**src/rtl/pktr_pkg.sv**
```systemverilog
package pktr_pkg;
  typedef enum logic [2:0] {
    RA_BASE  = 3'd0,
    RA_TOP   = 3'd1,
    RA_WPTR  = 3'd2,
    RA_RPTR  = 3'd3,
    RA_CTRL  = 3'd4,
    RA_IDLE  = 3'd5,
    RA_DROPS = 3'd6
  } reg_addr_e;

  function automatic int unsigned pad_up(input int unsigned n, input int unsigned a);
    return ((n + a - 1) / a) * a;
  endfunction
endpackage

```
**src/rtl/pktr_beat.sv**
```systemverilog
module pktr_beat #(
  parameter int unsigned DW         = 64,
  parameter int unsigned AW         = 32,
  parameter int unsigned REC_BEATS  = 24,
  parameter int unsigned BEAT_BYTES = 8
) (
  input  logic          clk,
  input  logic          rst_n,
  input  logic          in_valid,
  input  logic          in_sop,
  input  logic [DW-1:0] in_data,
  input  logic          start_ok,
  input  logic [AW-1:0] wptr,
  output logic          mem_we,
  output logic [AW-1:0] mem_addr,
  output logic [DW-1:0] mem_wdata,
  output logic          rec_done,
  output logic          sop_reject,
  output logic          busy
);
  localparam int unsigned CW = (REC_BEATS > 1) ? $clog2(REC_BEATS) : 1;

  logic          active_q, active_d;
  logic [CW-1:0] cnt_q, cnt_d;
  logic          sop_take, accept, beat_go, last_beat, cnt_en;
  logic [CW-1:0] offset;

  always_comb begin
    sop_take   = in_valid & in_sop & ~active_q;
    accept     = sop_take & start_ok;
    sop_reject = sop_take & ~start_ok;
    beat_go    = in_valid & active_q;
    last_beat  = beat_go & (cnt_q == CW'(REC_BEATS - 1));
    cnt_en     = accept | beat_go;
    active_d   = active_q;
    cnt_d      = cnt_q;
    if (accept) begin
      active_d = 1'b1;
      cnt_d    = CW'(1);
    end else if (beat_go) begin
      active_d = ~last_beat;
      cnt_d    = last_beat ? '0 : cnt_q + CW'(1);
    end
    offset    = accept ? '0 : cnt_q;
    mem_we    = accept | beat_go;
    mem_addr  = wptr + AW'(offset) * AW'(BEAT_BYTES);
    mem_wdata = in_data;
    rec_done  = last_beat;
    busy      = active_q;
  end

  always_ff @(posedge clk or negedge rst_n) begin
    if (!rst_n) begin
      active_q <= 1'b0;
      cnt_q    <= '0;
    end else if (cnt_en) begin
      active_q <= active_d;
      cnt_q    <= cnt_d;
    end
  end


  rec_start_chk: assert property (@(posedge clk) disable iff (!rst_n)
    accept |=> busy);
endmodule

```
**src/rtl/pktr_wptr.sv**
```systemverilog
module pktr_wptr #(
  parameter int unsigned AW        = 32,
  parameter int unsigned REC_BYTES = 192
) (
  input  logic          clk,
  input  logic          rst_n,
  input  logic [AW-1:0] base,
  input  logic [AW-1:0] top,
  input  logic [AW-1:0] rptr,
  input  logic          load,
  input  logic          advance,
  output logic [AW-1:0] wptr,
  output logic          full
);
  logic [AW-1:0] wptr_q, wptr_d, step, span_end, after;
  logic          wptr_en;

  always_comb begin
    step     = wptr_q + AW'(REC_BYTES);
    span_end = wptr_q + AW'(2 * REC_BYTES - 1);
    after    = (span_end > top) ? base : step;
    full     = (after == rptr);
    wptr_en  = load | advance;
    wptr_d   = load ? base : after;
    wptr     = wptr_q;
  end

  always_ff @(posedge clk or negedge rst_n) begin
    if (!rst_n)       wptr_q <= '0;
    else if (wptr_en) wptr_q <= wptr_d;
  end


  wptr_hold_chk: assert property (@(posedge clk) disable iff (!rst_n)
    (!load && !advance) |=> $stable(wptr_q));
endmodule

```
**src/rtl/pktr_regs.sv**
```systemverilog
module pktr_regs
  import pktr_pkg::*;
#(
  parameter int unsigned AW      = 32,
  parameter int unsigned CNT_W   = 16,
  parameter int unsigned CHAN_ID = 0
) (
  input  logic          clk,
  input  logic          rst_n,
  input  logic          reg_we,
  input  logic [2:0]    reg_addr,
  input  logic [31:0]   reg_wdata,
  output logic [31:0]   reg_rdata,
  input  logic [AW-1:0] wptr,
  input  logic          busy,
  input  logic          drop,
  output logic [AW-1:0] base,
  output logic [AW-1:0] top,
  output logic [AW-1:0] rptr,
  output logic          enable,
  output logic          restart,
  output logic          idle_pend,
  output logic          idle_irq
);
  logic [AW-1:0]    base_q, top_q, rptr_q;
  logic             en_q, en_d;
  logic             pend_q, pend_d, irq_q, irq_d;
  logic [CNT_W-1:0] drops_q;
  logic             wr_base, wr_top, wr_rptr, wr_ctrl, wr_idle;
  logic             idle_valid, idle_clr;

  always_comb begin
    wr_base    = reg_we & (reg_addr == RA_BASE);
    wr_top     = reg_we & (reg_addr == RA_TOP);
    wr_rptr    = reg_we & (reg_addr == RA_RPTR);
    wr_ctrl    = reg_we & (reg_addr == RA_CTRL);
    wr_idle    = reg_we & (reg_addr == RA_IDLE);
    idle_valid = wr_idle & reg_wdata[31] & reg_wdata[CHAN_ID];
    idle_clr   = wr_idle & (reg_wdata == 32'd0);
    en_d       = wr_ctrl ? reg_wdata[0] : en_q;
    restart    = wr_ctrl & reg_wdata[0] & ~en_q;
    pend_d     = idle_clr ? 1'b0 : (idle_valid | pend_q);
    irq_d      = idle_clr ? 1'b0 : (irq_q | (pend_q & ~busy));
  end

  always_ff @(posedge clk or negedge rst_n) begin
    if (!rst_n) begin
      base_q  <= '0;
      top_q   <= '0;
      rptr_q  <= '0;
      en_q    <= 1'b0;
      pend_q  <= 1'b0;
      irq_q   <= 1'b0;
      drops_q <= '0;
    end else begin
      if (wr_base) base_q <= reg_wdata[AW-1:0];
      if (wr_top)  top_q  <= reg_wdata[AW-1:0];
      if (wr_rptr) rptr_q <= reg_wdata[AW-1:0];
      if (wr_ctrl) en_q   <= en_d;
      pend_q <= pend_d;
      irq_q  <= irq_d;
      if (drop) drops_q <= drops_q + CNT_W'(1);
    end
  end

  always_comb begin
    case (reg_addr)
      RA_BASE:  reg_rdata = 32'(base_q);
      RA_TOP:   reg_rdata = 32'(top_q);
      RA_WPTR:  reg_rdata = 32'(wptr);
      RA_RPTR:  reg_rdata = 32'(rptr_q);
      RA_CTRL:  reg_rdata = {31'd0, en_q};
      RA_IDLE:  reg_rdata = {pend_q, 30'd0, irq_q};
      RA_DROPS: reg_rdata = 32'(drops_q);
      default:  reg_rdata = 32'd0;
    endcase
    base      = base_q;
    top       = top_q;
    rptr      = rptr_q;
    enable    = en_q;
    idle_pend = pend_q;
    idle_irq  = irq_q;
  end


  irq_after_rec_chk: assert property (@(posedge clk) disable iff (!rst_n)
    $rose(irq_q) |-> $past(!busy));


  drops_hold_chk: assert property (@(posedge clk) disable iff (!rst_n)
    !drop |=> $stable(drops_q));
endmodule

```
**src/rtl/pkt_ring_writer.sv**
```systemverilog
module pkt_ring_writer #(
  parameter int unsigned DW        = 64,
  parameter int unsigned AW        = 32,
  parameter int unsigned PKT_BYTES = 188,
  parameter int unsigned HDR_BYTES = 4,
  parameter int unsigned PAD_BYTES = 8,
  parameter int unsigned CNT_W     = 16,
  parameter int unsigned CHAN_ID   = 0
) (
  input  logic          clk,
  input  logic          rst_n,
  input  logic          in_valid,
  input  logic          in_sop,
  input  logic [DW-1:0] in_data,
  output logic          mem_we,
  output logic [AW-1:0] mem_addr,
  output logic [DW-1:0] mem_wdata,
  input  logic          reg_we,
  input  logic [2:0]    reg_addr,
  input  logic [31:0]   reg_wdata,
  output logic [31:0]   reg_rdata,
  output logic          idle_irq
);
  localparam int unsigned BEAT_BYTES = DW / 8;
  localparam int unsigned REC_BYTES  = pktr_pkg::pad_up(PKT_BYTES + HDR_BYTES, PAD_BYTES);
  localparam int unsigned REC_BEATS  = REC_BYTES / BEAT_BYTES;

  logic [AW-1:0] base, top, rptr, wptr;
  logic          enable, restart, idle_pend, full;
  logic          start_ok, rec_done, sop_reject, busy, drop;

  always_comb begin
    start_ok = enable & ~idle_pend & ~full;
    drop     = sop_reject & enable & ~idle_pend & full;
  end

  pktr_regs #(.AW(AW), .CNT_W(CNT_W), .CHAN_ID(CHAN_ID)) u_regs (
    .clk(clk), .rst_n(rst_n), .reg_we(reg_we), .reg_addr(reg_addr),
    .reg_wdata(reg_wdata), .reg_rdata(reg_rdata), .wptr(wptr), .busy(busy),
    .drop(drop), .base(base), .top(top), .rptr(rptr), .enable(enable),
    .restart(restart), .idle_pend(idle_pend), .idle_irq(idle_irq)
  );

  pktr_wptr #(.AW(AW), .REC_BYTES(REC_BYTES)) u_wptr (
    .clk(clk), .rst_n(rst_n), .base(base), .top(top), .rptr(rptr),
    .load(restart), .advance(rec_done), .wptr(wptr), .full(full)
  );

  pktr_beat #(.DW(DW), .AW(AW), .REC_BEATS(REC_BEATS), .BEAT_BYTES(BEAT_BYTES)) u_beat (
    .clk(clk), .rst_n(rst_n), .in_valid(in_valid), .in_sop(in_sop),
    .in_data(in_data), .start_ok(start_ok), .wptr(wptr), .mem_we(mem_we),
    .mem_addr(mem_addr), .mem_wdata(mem_wdata), .rec_done(rec_done),
    .sop_reject(sop_reject), .busy(busy)
  );


  idle_quiet_chk: assert property (@(posedge clk) disable iff (!rst_n)
    idle_irq |-> !mem_we);


  done_writes_chk: assert property (@(posedge clk) disable iff (!rst_n)
    rec_done |-> mem_we);
endmodule

```
**config.mk**
```make
export PLATFORM = sky130hd
export DESIGN_NAME = pkt_ring_writer
export DESIGN_NICKNAME = d
export VERILOG_FILES = /design/src/rtl/pktr_pkg.sv /design/src/rtl/pktr_beat.sv /design/src/rtl/pktr_wptr.sv /design/src/rtl/pktr_regs.sv /design/src/rtl/pkt_ring_writer.sv
export SDC_FILE = /design/constraint.sdc
export NUM_CORES = 1
export LEC_CHECK = 0
export BUFFER_PORTS_ARGS = -buffer_cell sky130_fd_sc_hd__buf_2
export CORE_MARGIN = 2
export CORE_UTILIZATION = 39
export DETAILED_ROUTE_END_ITERATION = 6
export GPL_TIMING_DRIVEN = 1
export SYNTH_ARGS = -nofsm -noshare
export SYNTH_HDL_FRONTEND = slang
export SYNTH_SLANG_ARGS = --single-unit
export TNS_END_PERCENT = 20
```
**constraint.sdc**
```tcl
create_clock -name clk -period 17.15 [get_ports clk]
set_clock_uncertainty 0.15 [all_clocks]
set_input_delay 1.715 -clock clk [delete_from_list [all_inputs] [get_ports clk]]
set_output_delay 1.715 -clock clk [all_outputs]
set_load 0.03 [all_outputs]
```
After elaboration in Yosys (flattened, before gate mapping):

Cells that the tools add are included.

* flip-flop bits (word level): 153
* latch bits: 0
* RAM bits: 0
* bits in read-only memories: 0
* input bits: 104
* output and inout port bits: 130
* word-level logic and storage cells: 71
* memories: 0

* add/subtract/negate cells: 5
* $mul: 0
* divide/modulo/power cells: 0
* $lt $le $gt $ge: 1
* equality and inequality tests: 8
* shift-type cells: 0
* multiplexer cells: 11
* bitwise operators: 32
* reduce and logical (&&, ||, !) cells: 4

Operators by type and width (count)
* 32-bit one-hot mux with 7 select lines: 1
* 32-bit two-way mux: 2
* 32-bit by 8-bit adder with 32-bit output: 1
* 32-bit by 8-bit adder with 32-bit output, second input constant: 1
* 32-bit by 9-bit adder with 32-bit output, second input constant: 1
* 32-bit equality test: 1
* 32-bit greater-than comparator: 1
* 32-bit logical NOT: 1
* 1-bit AND: 22
* 5-bit two-way mux: 4
* 16-bit by 1-bit adder with 16-bit output, second input constant: 1
* 3-bit equality test, second input constant: 3
* 3-bit by 2-bit equality test with 1-bit output, second input constant: 2
* 1-bit inverter: 6
* 5-bit by 1-bit adder with 5-bit output, second input constant: 1
* 5-bit equality test, second input constant: 1
* 1-bit two-way mux: 4
* 1-bit bitwise OR: 4
* 3-bit by 1-bit equality test with 1-bit output, second input constant: 1
* 3-bit logical NOT: 1
* 2-bit AND reduction: 1
* 2-bit nonzero test: 1

Depth between registers and ports, before layout:

Gate-level depths: netlist of run 1.

* depth in word-level cells: 11
* gate-level depth with buffers: 33
* depth with buffers taken out: 31

Modules after synthesis:

From an unflattened synthesis of run 1, not the netlist that was laid out.

* cell total of the unflattened synthesis: 1245
* area total of the unflattened synthesis: 11842.6 sq um

Modules (own cells, without submodules)
* pktr_regs: times used 1, cells each 414, area an instance 5765.5 sq um, sequential area each 2877.8 sq um
* pktr_wptr: times used 1, cells each 630, area an instance 4509.3 sq um, sequential area each 800.8 sq um
* pktr_beat: times used 1, cells each 199, area an instance 1550.2 sq um, sequential area each 150.1 sq um
* pkt_ring_writer: times used 1, cells each 2, area an instance 17.5 sq um, sequential area each 0.0 sq um

Worst setup path after synthesis of run 1:

Ideal clock, no wire load.

* path kind: register to output
* start point: reg u_wptr.wptr_q[2] (netlist: u_wptr.wptr[2])
* end point: out mem_addr[26]
* data arrival time: 6534 ps
* required time: 15285 ps
* setup slack: 8751 ps
* cell stages (with the launch flop): 31
* buffers on the path: 2
* cells stage by stage: dfrtp_1 -> clkbuf_1 -> nor2_1 -> nand3_1 -> nor2_1 -> nand2_1 -> a21oi_1 -> or2_2 -> nor2_1 -> nand3_1 -> xnor2_1 -> ha_1 -> nand4_1 -> nor4_1 -> a22oi_1 -> nor2_1 -> mux2i_1 -> o22ai_1 -> or3b_1 -> clkbuf_1 -> a21boi_0 -> ha_1 -> a21o_1 -> a21oi_1 -> o21bai_1 -> a21oi_1 -> nor2_1 -> nand3_1 -> nor4_1 -> nand2_1 -> xnor2_1

* longest elaborated chain between the ends: 9
* elaborated cells between the ends (all ways): 10
* those cells by class: add/sub: 3; order compare: 1; eq/ne: 1; mux: 2; bitwise: 3

Ends and longest elaborated chain
* start, declared: line pktr_wptr.sv:15 `logic [AW-1:0] wptr_q, wptr_d, step, span_end, after;`
* start signal, assigned: line pktr_wptr.sv:30 `else if (wptr_en) wptr_q <= wptr_d;`
* 32-bit by 9-bit adder with 32-bit output: line pktr_wptr.sv:20 `span_end = wptr_q + AW'(2 * REC_BYTES - 1);`
* 32-bit greater-than comparator: line pktr_wptr.sv:21 `after = (span_end > top) ? base : step;`
* 32-bit two-way mux: line pktr_wptr.sv:21
* 32-bit equality test: line pktr_wptr.sv:22 `full = (after == rptr);`
* 1-bit inverter: line pkt_ring_writer.sv:33 `start_ok = enable & ~idle_pend & ~full;`
* 1-bit AND: line pkt_ring_writer.sv:33
* 1-bit AND: line pktr_beat.sv:30 `accept = sop_take & start_ok;`
* 5-bit two-way mux: line pktr_beat.sv:44 `offset = accept ? '0 : cnt_q;`
* 32-bit by 8-bit adder with 32-bit output *: line pktr_beat.sv:46 `mem_addr = wptr + AW'(offset) * AW'(BEAT_BYTES);`
* end, declared: line pkt_ring_writer.sv:16 `output logic [AW-1:0] mem_addr,`

Mark *: on every way between the ends. The rest lies on a longest branch, timed or not.

Final worst setup path of run 1:

* start point: reg u_wptr.wptr_q[3] (netlist: u_wptr.wptr[3])
* end point: out mem_addr[30]

Same word-level chain as after synthesis.

==> insert_results.sql, run 1 <==
INSERT INTO impl_metrics (metric_group, metric, value, unit) VALUES
('grt', 'grt_util_all_layers', '27.3', '%'),
('timing', 'unrepaired_setup_endpoints_after_global_routing', 'no', ''),
('logic_synthesis', 'post_synth_instance_area', '11700', 'sq um'),
('route', 'drcViolationCount', '0', ''),
('pwr', 'power.share.combinational', '48.4', '%'),
('route', 'detail-route-antenna-nets', '0', ''),
('pwr', 'power.leakage', '5.28', 'nW'),
('logic_synthesis', 'synth.area.top_cells', 'dfrtp_1 (33%), mux2_2 (6.1%), xnor2_1 (6.0%), ha_1 (4.6%), buf_4 (4.6%)', ''),
('layout', 'final_core_utilization', '42.6', '%'),
('logic_synthesis', 'synthMuxAreaShare', '11.1', '%'),
('place', 'numPortBuffers', '105', ''),
('status', 'outcome', 'complete, no violations', ''),
('critical_path', 'startpoint', 'u_wptr.wptr[3]', ''),
('floorplan', 'floorplan.die.width', '177', 'um'),
('timing', 'fin_worst_hold_slack', '324', 'ps'),
('pwr', 'internal_power', '1.10', 'mW'),
('clock_tree', 'cts_num_sinks', '153', ''),
('timing', 'relSlewSlack', '23.6', '%'),
('route', 'route.detailed.wl_per_inst', '24.8', 'um'),
('logic_synthesis', 'syn_inst', '1307', ''),
('route', 'wl_met2', '18100', 'um'),
('pwr', 'power.share.switching', '48.6', '%'),
('hold_path', 'holdCritPathClass', 'reg -> reg', ''),
('timing', 'tightestPinTransition', '1150', 'ps'),
('logic_synthesis', 'yosys_most_used_dff', 'dfrtp_1', ''),
('critical_path', 'crit_type', 'reg -> out', ''),
('grt', 'antenna_found_initial', '0', ''),
('layout', 'area_of_the_multi_input_gates', '6840', 'sq um'),
('floorplan', 'die-area', '31400', 'sq um'),
('layout', 'ff_latch_area', '3830', 'sq um'),
('pwr', 'power.density', '169', 'nW/um^2'),
('logic_synthesis', 'synthArstFlopShare', '100', '%'),
('layout', 'num-fill-cells', '2943', ''),
('route', 'wl_met3', '3650', 'um'),
('clock_tree', 'cts_inserted_buffers', '17', ''),
('layout', 'count_of_nets_after_finishing', '1442', ''),
('logic_synthesis', 'synthDominantAreaCellType', 'dfrtp_1', ''),
('clock_tree', 'cts_repair_resize_count', '0', ''),
('logic_synthesis', 'combinational_family_with_the_most_area_after_synthesis', 'simple AND/OR/NAND/NOR gates', ''),
('logic_synthesis', 'synth_edf_count', '0', ''),
('pwr', 'seq_power_share', '32.3', '%'),
('floorplan', 'y_dimension_of_the_die', '177', 'um'),
('logic_synthesis', 'yosys.area.top_type_share', '32.7', '%'),
('logic_synthesis', 'avgSynthCellArea', '8.95', 'sq um'),
('route', 'highest-signal-layer', 'met4', ''),
('clock_tree', 'root_buffer', 'clkbuf_16', ''),
('route', 'routed_wirelength', '42000', 'um'),
('route', 'detailedRoute.firstPassIterationCount', '5', ''),
('logic_synthesis', 'synthXorXnorAreaFrac', '9.81', '%'),
('critical_path', 'critical_path.most_common_cell', 'nor2_1', ''),
('clock_tree', 'insertion_delay', '440', 'ps'),
('timing', 'hold_viol_final', '0', ''),
('route', 'viasPerCell', '5.99', ''),
('clock_tree', 'post_cts_buffers', '0', ''),
('timing', 'finalMaxSlewViolations', '0', ''),
('clock_tree', 'tritoncts', 'done', ''),
('critical_path', 'worst_r2r_startpoint', 'u_wptr.wptr[3]', ''),
('layout', 'num_antenna_cells', '0', ''),
('grt', 'grt_overflow_total', '0', ''),
('critical_path', 'start_kind', 'flip-flop', ''),
('logic_synthesis', 'synth-warning-count', '0', ''),
('clock_tree', 'htreeDepth', '4', ''),
('logic_synthesis', 'area_fraction_in_compound_gates_after_synthesis', '14.0', '%'),
('timing', 'total_neg_setup_slack', '0', 'ps'),
('route', 'route.vias.total', '10200', ''),
('critical_path', 'worstPathRequired', '15290', 'ps'),
('layout', 'area.growth.synth_to_final', '7.83', '%'),
('grt', 'maximum_number_of_pins_on_one_net_before_global_route_repair', '94', ''),
('floorplan', 'num_rows', '63', ''),
('critical_path', 'arrival', '8600', 'ps'),
('clock_tree', 'clk_pin_slew', '70', 'ps');
==> cell type report <==
| class | count | share of cell area [%] |
|---|---|---|
| clock buffer | 20 | 3.54 |
| clock inverter | 11 | 1.35 |
| inverter | 55 | 1.64 |
| multi-input combinational | 949 | 54.2 |
| sequential | 153 | 30.4 |
| tap | 390 | 3.87 |
| timing repair buffer | 118 | 4.99 |
==> cell usage after synthesis, types with 9 or more instances <==
cell type and n:
nor4_1 25, o21ai_0 82, nand4_1 33, clkbuf_1 61, a22o_1 21, buf_4 71
mux2_2 63, nor2b_1 23, mux2i_1 21, nand3_1 29, nor2_1 91, a22oi_1 11
mux4_2 16, dfrtp_1 153, and3_1 9, o22ai_1 15, nand2_1 126, ha_1 43
xor2_1 51, nor3_1 19, xnor2_1 80, inv_1 55, a31oi_1 10, a21oi_1 66
buf_2 9
==> cells in the final DEF, fill, tap and decap left out, types with 13 or more instances in the layout <==
cell type,Yosys,layout
mux4_2,16,16
a22o_1,21,21
mux2i_1,21,21
inv_1,55,55
clkbuf_16,0,17
nand2_1,126,126
buf_4,71,13
nand3_1,29,29
nor3_1,19,18
nor2b_1,23,22
o21ai_0,82,82
dfrtp_1,153,153
nor2_1,91,89
xnor2_1,80,80
o22ai_1,15,15
nand4_1,33,33
nor4_1,25,25
mux2_2,63,63
ha_1,43,43
a21oi_1,66,65
buf_2,9,104
xor2_1,51,51
==> metrics by stage <==
stage	area, sq um	std cells	power (mW)
2_1_floorplan	11700	1307	1.39
3_3_place_gp	12000	1665	1.69
3_5_place_dp	12000	1665	1.70
4_1_cts	12600	1696	2.11
5_1_grt	12600	1696	2.25
6_report	12600	1696	2.13
==> cells by family (layout without fill, tap and decap cells) <==
logic type	count (synthesis)	count (layout)
AND/OR/NAND/NOR	413	413
AO/OA/AOI/OAI	260	260
adder cells (fa/ha/maj)	44	44
flip-flops	153	153
multiplexers	101	101
XOR/XNOR	131	131
buffers and inverters	205	204
==> power groups by stage <==
stage | clock [mW] | sequential [mW] | combinational [mW]
final | 0.413 | 0.687 | 1.03
after global routing | 0.429 | 0.697 | 1.12
after CTS | 0.415 | 0.675 | 1.02
after detailed placement | 0 | 0.681 | 1.02
after global placement | 0 | 0.680 | 1.01
after floorplan | 0 | 0.526 | 0.859
==> flip-flops by register name (all words and copies together), names as in the netlist <==
register,cells
u_regs.drops_q,16
u_regs.base,32
u_regs.idle_irq,1
u_regs.top,32
u_beat.cnt_q,5
u_regs.enable,1
u_beat.busy,1
u_regs.idle_pend,1
u_regs.rptr,32
u_wptr.wptr,32
==> per-layer routing <==
metal | GRT usage, % | vias up
li1 | - | 4540
met1 | 39.2 | 5010
met2 | 40.0 | 517
met3 | 5.33 | 93
met4 | 11.0 | 0
met5 | 0 | -
==> how the worst min path moves through the flow <==
stage | startpoint | end | cells past startpoint
2_1_floorplan | u_regs.drops_q[15] | u_regs.drops_q[15] | 1
4_1_cts | u_regs.drops_q[15] | u_regs.drops_q[15] | 1
5_1_grt | u_regs.drops_q[15] | u_regs.drops_q[15] | 1
3_5_place_dp | u_regs.drops_q[15] | u_regs.drops_q[15] | 1
6_report | u_regs.drops_q[15] | u_regs.drops_q[15] | 1
3_3_place_gp | u_regs.drops_q[15] | u_regs.drops_q[15] | 1
==> critical path: cells and delay by family, from the launching register on <==
family | cells | cell delay, ps
xor+xnor | 2 | 320
flops | 1 | 570
fa+ha+maj | 2 | 550
buf+inv | 1 | 210
compound gates | 8 | 1430
simple gates | 16 | 5070
(Power assumes the default switching activity.)
==> inputs of run 2 (changes only) <==
Clock period 17.15 ns to 9.2 ns, I/O delays scaled along.
==> insert_results.sql, run 2 (synthesis results as in run 1) <==
INSERT INTO impl_metrics (metric_group, metric, value, unit) VALUES
('place', 'numPortBuffers', '105', ''),
('clock_tree', 'cts_num_sinks', '153', ''),
('critical_path', 'crit_path_max_incr_delay', '640', 'ps'),
('layout', 'commonest_cells_after_routing_fill_and_taps_aside', 'dfrtp_1 (153), nand2_1 (126), buf_2 (104)', ''),
('timing', 'finalSetupViolations', '0', ''),
('floorplan', 'io-pin-count', '234', ''),
('floorplan', 'num_rows', '63', ''),
('floorplan', 'die-area', '31400', 'sq um'),
('timing', 'tightestPinTransition', '1060', 'ps'),
('clock_tree', 'htreeDepth', '4', ''),
('hold_path', 'holdCritPathClass', 'reg -> reg', ''),
('route', 'detailedRoute.firstPassIterationCount', '5', ''),
('timing', 'clock.fmax', '115', 'MHz'),
('clock_tree', 'clk_pin_slew', '70', 'ps'),
('floorplan', 'starting_utilization_of_the_core_area', '39.6', '%'),
('route', 'route.vias.total', '10200', ''),
('grt', 'grt_first_pass_wirelength', '61700', 'um'),
('run', 'cap_viol_max_count', '0', ''),
('layout', 'ff_latch_area', '3830', 'sq um'),
('route', 'viasPerCell', '5.92', ''),
('layout', 'fin_area', '12900', 'sq um'),
('route', 'drcViolationCount', '0', ''),
('layout', 'count_of_nets_after_finishing', '1464', ''),
('timing', 'post-route-worst-setup-slack', '483', 'ps'),
('timing', 'final_period_minus_worst_setup_slack', '8720', 'ps'),
('layout', 'final_core_utilization', '43.5', '%'),
('floorplan', 'floorplan.die.width', '177', 'um'),
('place', 'finalWeightedCongestion', '1.01', ''),
('floorplan', 'y_dimension_of_the_die', '177', 'um'),
('layout', 'layout_commonest_cell', 'dfrtp_1', ''),
('floorplan', 'core-area', '29600', 'sq um'),
('pwr', 'power.leakage', '5.44', 'nW'),
('clock_tree', 'post_cts_buffers', '0', ''),
('critical_path', 'start_kind', 'flip-flop', ''),
('critical_path', 'crit_type', 'reg -> out', ''),
('route', 'drtIter0Drc', '1019', ''),
('critical_path', 'arrival', '7650', 'ps'),
('critical_path', 'critical_path.most_common_cell', 'nor2_1', ''),
('grt', 'antenna_found_initial', '0', ''),
('critical_path', 'worstPathRequired', '8130', 'ps'),
('route', 'routed_wirelength', '41000', 'um'),
('grt', 'grt_util_all_layers', '26.5', '%'),
('grt', 'grt_overflow_total', '0', ''),
('clock_tree', 'tritoncts', 'done', ''),
('layout', 'num-fill-cells', '2892', ''),
('place', 'preCtsSetupSlack', '469', 'ps'),
('layout', 'proportion_of_layout_cells_with_a_drive_suffix_above_1', '21.8', '%'),
('clock_tree', 'cts_inserted_buffers', '17', ''),
('route', 'route.detailed.wl_per_inst', '23.8', 'um'),
('layout', 'area.growth.synth_to_final', '9.97', '%'),
('pwr', 'power.ir.vdd_worst', '0.000115', 'V'),
('grt', 'maximum_number_of_pins_on_one_net_before_global_route_repair', '99', ''),
('place', 'placement.cell_area', '12200', 'sq um'),
('critical_path', 'crit_fanout', '20', ''),
('timing', 'fin_worst_hold_slack', '327', 'ps'),
('clock_tree', 'ctsLongestPathBuffers', '2', ''),
('clock_tree', 'insertion_delay', '450', 'ps'),
('clock_tree', 'post_cts_hold_buffer_count', '0', ''),
('layout', 'area_of_the_multi_input_gates', '6880', 'sq um'),
('timing', 'final.period_utilization', '94.7', '%'),
('grt', 'first_global_vias', '9901', ''),
('status', 'outcome', 'complete, no violations', ''),
('timing', 'total_neg_setup_slack', '0', 'ps'),
('timing', 'unrepaired_setup_endpoints_after_global_routing', 'no', ''),
('route', 'detail-route-antenna-nets', '0', ''),
('timing', 'finalMaxSlewViolations', '0', ''),
('pwr', 'power.density', '316', 'nW/um^2'),
('critical_path', 'timing.critical_path.slowest_stage_cell', 'a2111oi_0', ''),
('timing', 'hold_viol_final', '0', ''),
('place', 'place_hpwl', '30900', 'um'),
('timing', 'relSlewSlack', '29.0', '%'),
('critical_path', 'setup.worst_path.end_class', 'output pin', ''),
('clock_tree', 'root_buffer', 'clkbuf_16', '');
run 2: layout make-up:
cell class                 instances  share of cell area [%]
timing repair buffer             140                    6.18
clock inverter                    12                    1.63
inverter                          55                    1.61
tap                              390                    3.80
multi-input combinational        949                    53.5
antenna                            1                  0.0195
clock buffer                      20                    3.47
sequential                       153                    29.8
run 2: metal layers:
metal  up-vias  share of wire (%)  track usage (%)
li1       4597                  -                -
met1      4982                 44             37.3
met2       514                 44             40.0
met3        90                8.5             5.46
met4         0                3.5             10.1
met5         -                  0                0
run 2: path summary, 6_finish.rpt:
kind	startpoint	to	slack, ps	depth (start not counted)
min in group asynchronous	rst_n	u_regs.drops_q[1]	450	1
max reg2reg	u_wptr.wptr[3]	u_regs.drops_q[1]	3210	20
max in group asynchronous	rst_n	u_regs.rptr[12]	7140	2
min	u_regs.drops_q[15]	u_regs.drops_q[15]	330	1
min reg2reg	u_regs.drops_q[15]	u_regs.drops_q[15]	330	1
max	u_wptr.wptr[3]	mem_addr[29]	480	31
run 2: critical path: cells and delay by family, from the launching register on:
family / cells / cell delay, ps
buf+inv: 3 / 670
compound gates: 7 / 1550
flops: 1 / 540
simple gates: 16 / 3350
xor+xnor: 2 / 280
fa+ha+maj: 3 / 800
run 2: metrics by stage:
stage	total power, mW	instances
3_3_place_gp	3.19	1687
3_5_place_dp	3.21	1687
2_1_floorplan	2.58	1307
6_report	4.07	1720
5_1_grt	4.29	1719
4_1_cts	4.03	1719
run 2: where the power goes:
group	internal (mW)	switching [mW]
combinational	0.790	1.30
clock	0.494	0.316
sequential	0.843	0.323
total	2.13	1.94
run 2: timing repair:
action                     4_1_cts  5_1_grt
hold endpoints to repair         0        0
setup endpoints to repair        9       20
resized for setup                1        9
==> inputs of run 3 (changes only) <==
Settings changed: BUFFER_PORTS_ARGS -buffer_cell sky130_fd_sc_hd__buf_2 to not set, DONT_BUFFER_PORTS set to 1.
==> insert_results.sql, run 3 (synthesis results as in run 1) <==
INSERT INTO impl_metrics (metric_group, metric, value, unit) VALUES
('status', 'outcome', 'complete, no violations', ''),
('clock_tree', 'cts_num_sinks', '153', ''),
('critical_path', 'path_delay_family', 'simple AND/OR/NAND/NOR gates', ''),
('timing', 'final_period_minus_worst_setup_slack', '8740', 'ps'),
('floorplan', 'io-pin-count', '234', ''),
('critical_path', 'r2r-end', 'u_regs.drops_q[1]', ''),
('clock_tree', 'cts_inserted_buffers', '17', ''),
('critical_path', 'worst_r2r_startpoint', 'u_wptr.wptr[21]', ''),
('clock_tree', 'post_cts_hold_buffer_count', '0', ''),
('critical_path', 'critPathCapture', 'mem_addr[30]', ''),
('grt', 'antenna_found_initial', '1', ''),
('critical_path', 'crit_type', 'reg -> out', ''),
('grt', 'maximum_number_of_pins_on_one_net_before_global_route_repair', '154', ''),
('place', 'placed_cells', '1602', ''),
('critical_path', 'setup.worst_path.end_class', 'output pin', ''),
('critical_path', 'crit_fanout', '9', ''),
('floorplan', 'starting_utilization_of_the_core_area', '39.6', '%'),
('clock_tree', 'clk_pin_slew', '70', 'ps'),
('layout', 'count_of_nets_after_finishing', '1379', ''),
('grt', 'grt_first_pass_wirelength', '61600', 'um'),
('timing', 'final.period_utilization', '95.0', '%'),
('route', 'detailedRoute.firstPassIterationCount', '5', ''),
('critical_path', 'crit_path_max_incr_delay', '640', 'ps'),
('timing', 'finalMaxSlewViolations', '0', ''),
('route', 'detail-route-antenna-nets', '0', ''),
('place', 'finalWeightedCongestion', '0.966', ''),
('critical_path', 'worstPathRequired', '8130', 'ps'),
('route', 'route.vias.total', '9868', ''),
('place', 'numPortBuffers', '0', ''),
('layout', 'proportion_of_layout_cells_with_a_drive_suffix_above_1', '16.5', '%'),
('timing', 'finalSetupViolations', '0', ''),
('clock_tree', 'cts_repair_resize_count', '1', ''),
('timing', 'tightestPinTransition', '1100', 'ps'),
('route', 'drcViolationCount', '0', ''),
('grt', 'first_global_vias', '9449', ''),
('clock_tree', 'htreeDepth', '4', ''),
('layout', 'layoutNonFillerInstCount', '1634', ''),
('clock_tree', 'post_cts_buffers', '0', ''),
('critical_path', 'startpoint', 'u_wptr.wptr[21]', ''),
('critical_path', 'arrival', '7670', 'ps'),
('critical_path', 'timing.critical_path.slowest_stage_cell', 'dfrtp_1', ''),
('critical_path', 'start_kind', 'flip-flop', ''),
('clock_tree', 'insertion_delay', '440', 'ps'),
('pwr', 'power.ir.vdd_worst', '0.000143', 'V'),
('timing', 'clock.fmax', '114', 'MHz'),
('pwr', 'power.density', '315', 'nW/um^2'),
('floorplan', 'y_dimension_of_the_die', '177', 'um'),
('layout', 'num_antenna_cells', '0', ''),
('floorplan', 'num_rows', '63', ''),
('clock_tree', 'root_buffer', 'clkbuf_16', ''),
('layout', 'commonest_cells_after_routing_fill_and_taps_aside', 'dfrtp_1 (153), nand2_1 (126), nor2_1 (87)', ''),
('critical_path', 'worst_reg_to_reg_path_cell_count', '16', ''),
('grt', 'grt_overflow_total', '0', ''),
('route', 'routed_wirelength', '40800', 'um'),
('grt', 'grt_util_all_layers', '26.5', '%'),
('hold_path', 'holdCritPathClass', 'in -> async', ''),
('floorplan', 'die-area', '31400', 'sq um'),
('clock_tree', 'ctsLongestPathBuffers', '2', ''),
('route', 'drtIter0Drc', '1253', ''),
('layout', 'layout_commonest_cell', 'dfrtp_1', ''),
('route', 'viasPerCell', '6.04', ''),
('floorplan', 'floorplan.die.width', '177', 'um'),
('pwr', 'power.leakage', '5.03', 'nW'),
('route', 'route.detailed.wl_per_inst', '25.0', 'um'),
('layout', 'area.growth.synth_to_final', '5.95', '%'),
('timing', 'relSlewSlack', '26.5', '%'),
('critical_path', 'timing.reg2reg.setup_slack', '3080', 'ps'),
('critical_path', 'timing.critical_path.depth', '26', ''),
('run', 'cap_viol_max_count', '0', ''),
('critical_path', 'combined_buffer_and_inverter_count_along_the_critical_path', '2', ''),
('timing', 'total_neg_setup_slack', '0', 'ps'),
('clock_tree', 'tritoncts', 'done', ''),
('floorplan', 'core-area', '29600', 'sq um'),
('place', 'place_hpwl', '30600', 'um'),
('timing', 'hold_viol_final', '0', '');
[run 3: changes by cell type in the layout (fill, tap and decap cells not counted), sizes merged, moves of 2 or more]
cell and delta:
clkinv +2, buf -85, clkinvlp +2, bufinv -4
clkbuf -2, inv +2
[run 3: worst reg2reg max path: stages, from the launching register on]
cell and delay (ps):
dfrtp_1 640, nand4_1 240, or2_2 400, nor3_1 520
nand2_1 150, xnor2_1 170, ha_1 330, nand4_1 180
nor4_1 410, a22oi_1 200, or2_1 440, buf_4 280
or4_1 540, o41a_1 440, buf_4 230, or3_4 410
mux2_4 300
[run 3: power breakdown]
| part | total [mW] | internal, mW | switching, mW | leakage, nW |
|---|---|---|---|---|
| sequential | 1.19 | 0.843 | 0.343 | 1.86 |
| clock | 0.701 | 0.386 | 0.315 | 0.276 |
| combinational | 2.01 | 0.771 | 1.24 | 2.89 |
[run 3: metrics by stage]
step | setup WS [ps] | hold WS [ps] | power, mW | utilization (%) | area (sq um)
2_1_floorplan | 1600 | 292 | 2.58 | - | 11700
3_3_place_gp | 676 | 316 | 3.14 | 39.8 | 11800
3_5_place_dp | 427 | 315 | 3.15 | 39.8 | 11800
4_1_cts | 121 | 15.7 | 3.87 | 41.8 | 12300
5_1_grt | -8.79 | 14.9 | 4.13 | 41.9 | 12400
6_report | 460 | 34.5 | 3.90 | 41.9 | 12400
[run 3: layer usage]
| layer | vias to the layer above | GRT usage [%] | wire length (um) |
|---|---|---|---|
| met5 | - | 0 | 19 |
| met4 | 2 | 11.8 | 1650 |
| met3 | 101 | 6.12 | 3680 |
| met2 | 522 | 39.0 | 17800 |
| met1 | 4815 | 36.9 | 17600 |
| li1 | 4428 | - | - |
[run 3: worst min path at each step]
stage	startpoint	to	slack, ps	depth (start not counted)
final	rst_n	u_regs.base[1]	30	0
after global routing	rst_n	u_regs.base[1]	10	0
after CTS	rst_n	u_regs.drops_q[8]	20	0
after detailed placement	u_regs.drops_q[15]	u_regs.drops_q[15]	320	1
after global placement	u_regs.drops_q[15]	u_regs.drops_q[15]	320	1
after floorplan	u_regs.drops_q[15]	u_regs.drops_q[15]	290	1
[run 3: layout make-up]
class	instances	area (sq um)
repair buffers	55	413
well taps	390	488
flip-flops and latches	153	3830
fillers	2909	17200
clock buffers	18	439
inverters	55	206
multi-input cells	949	6870
clock inverters	14	139
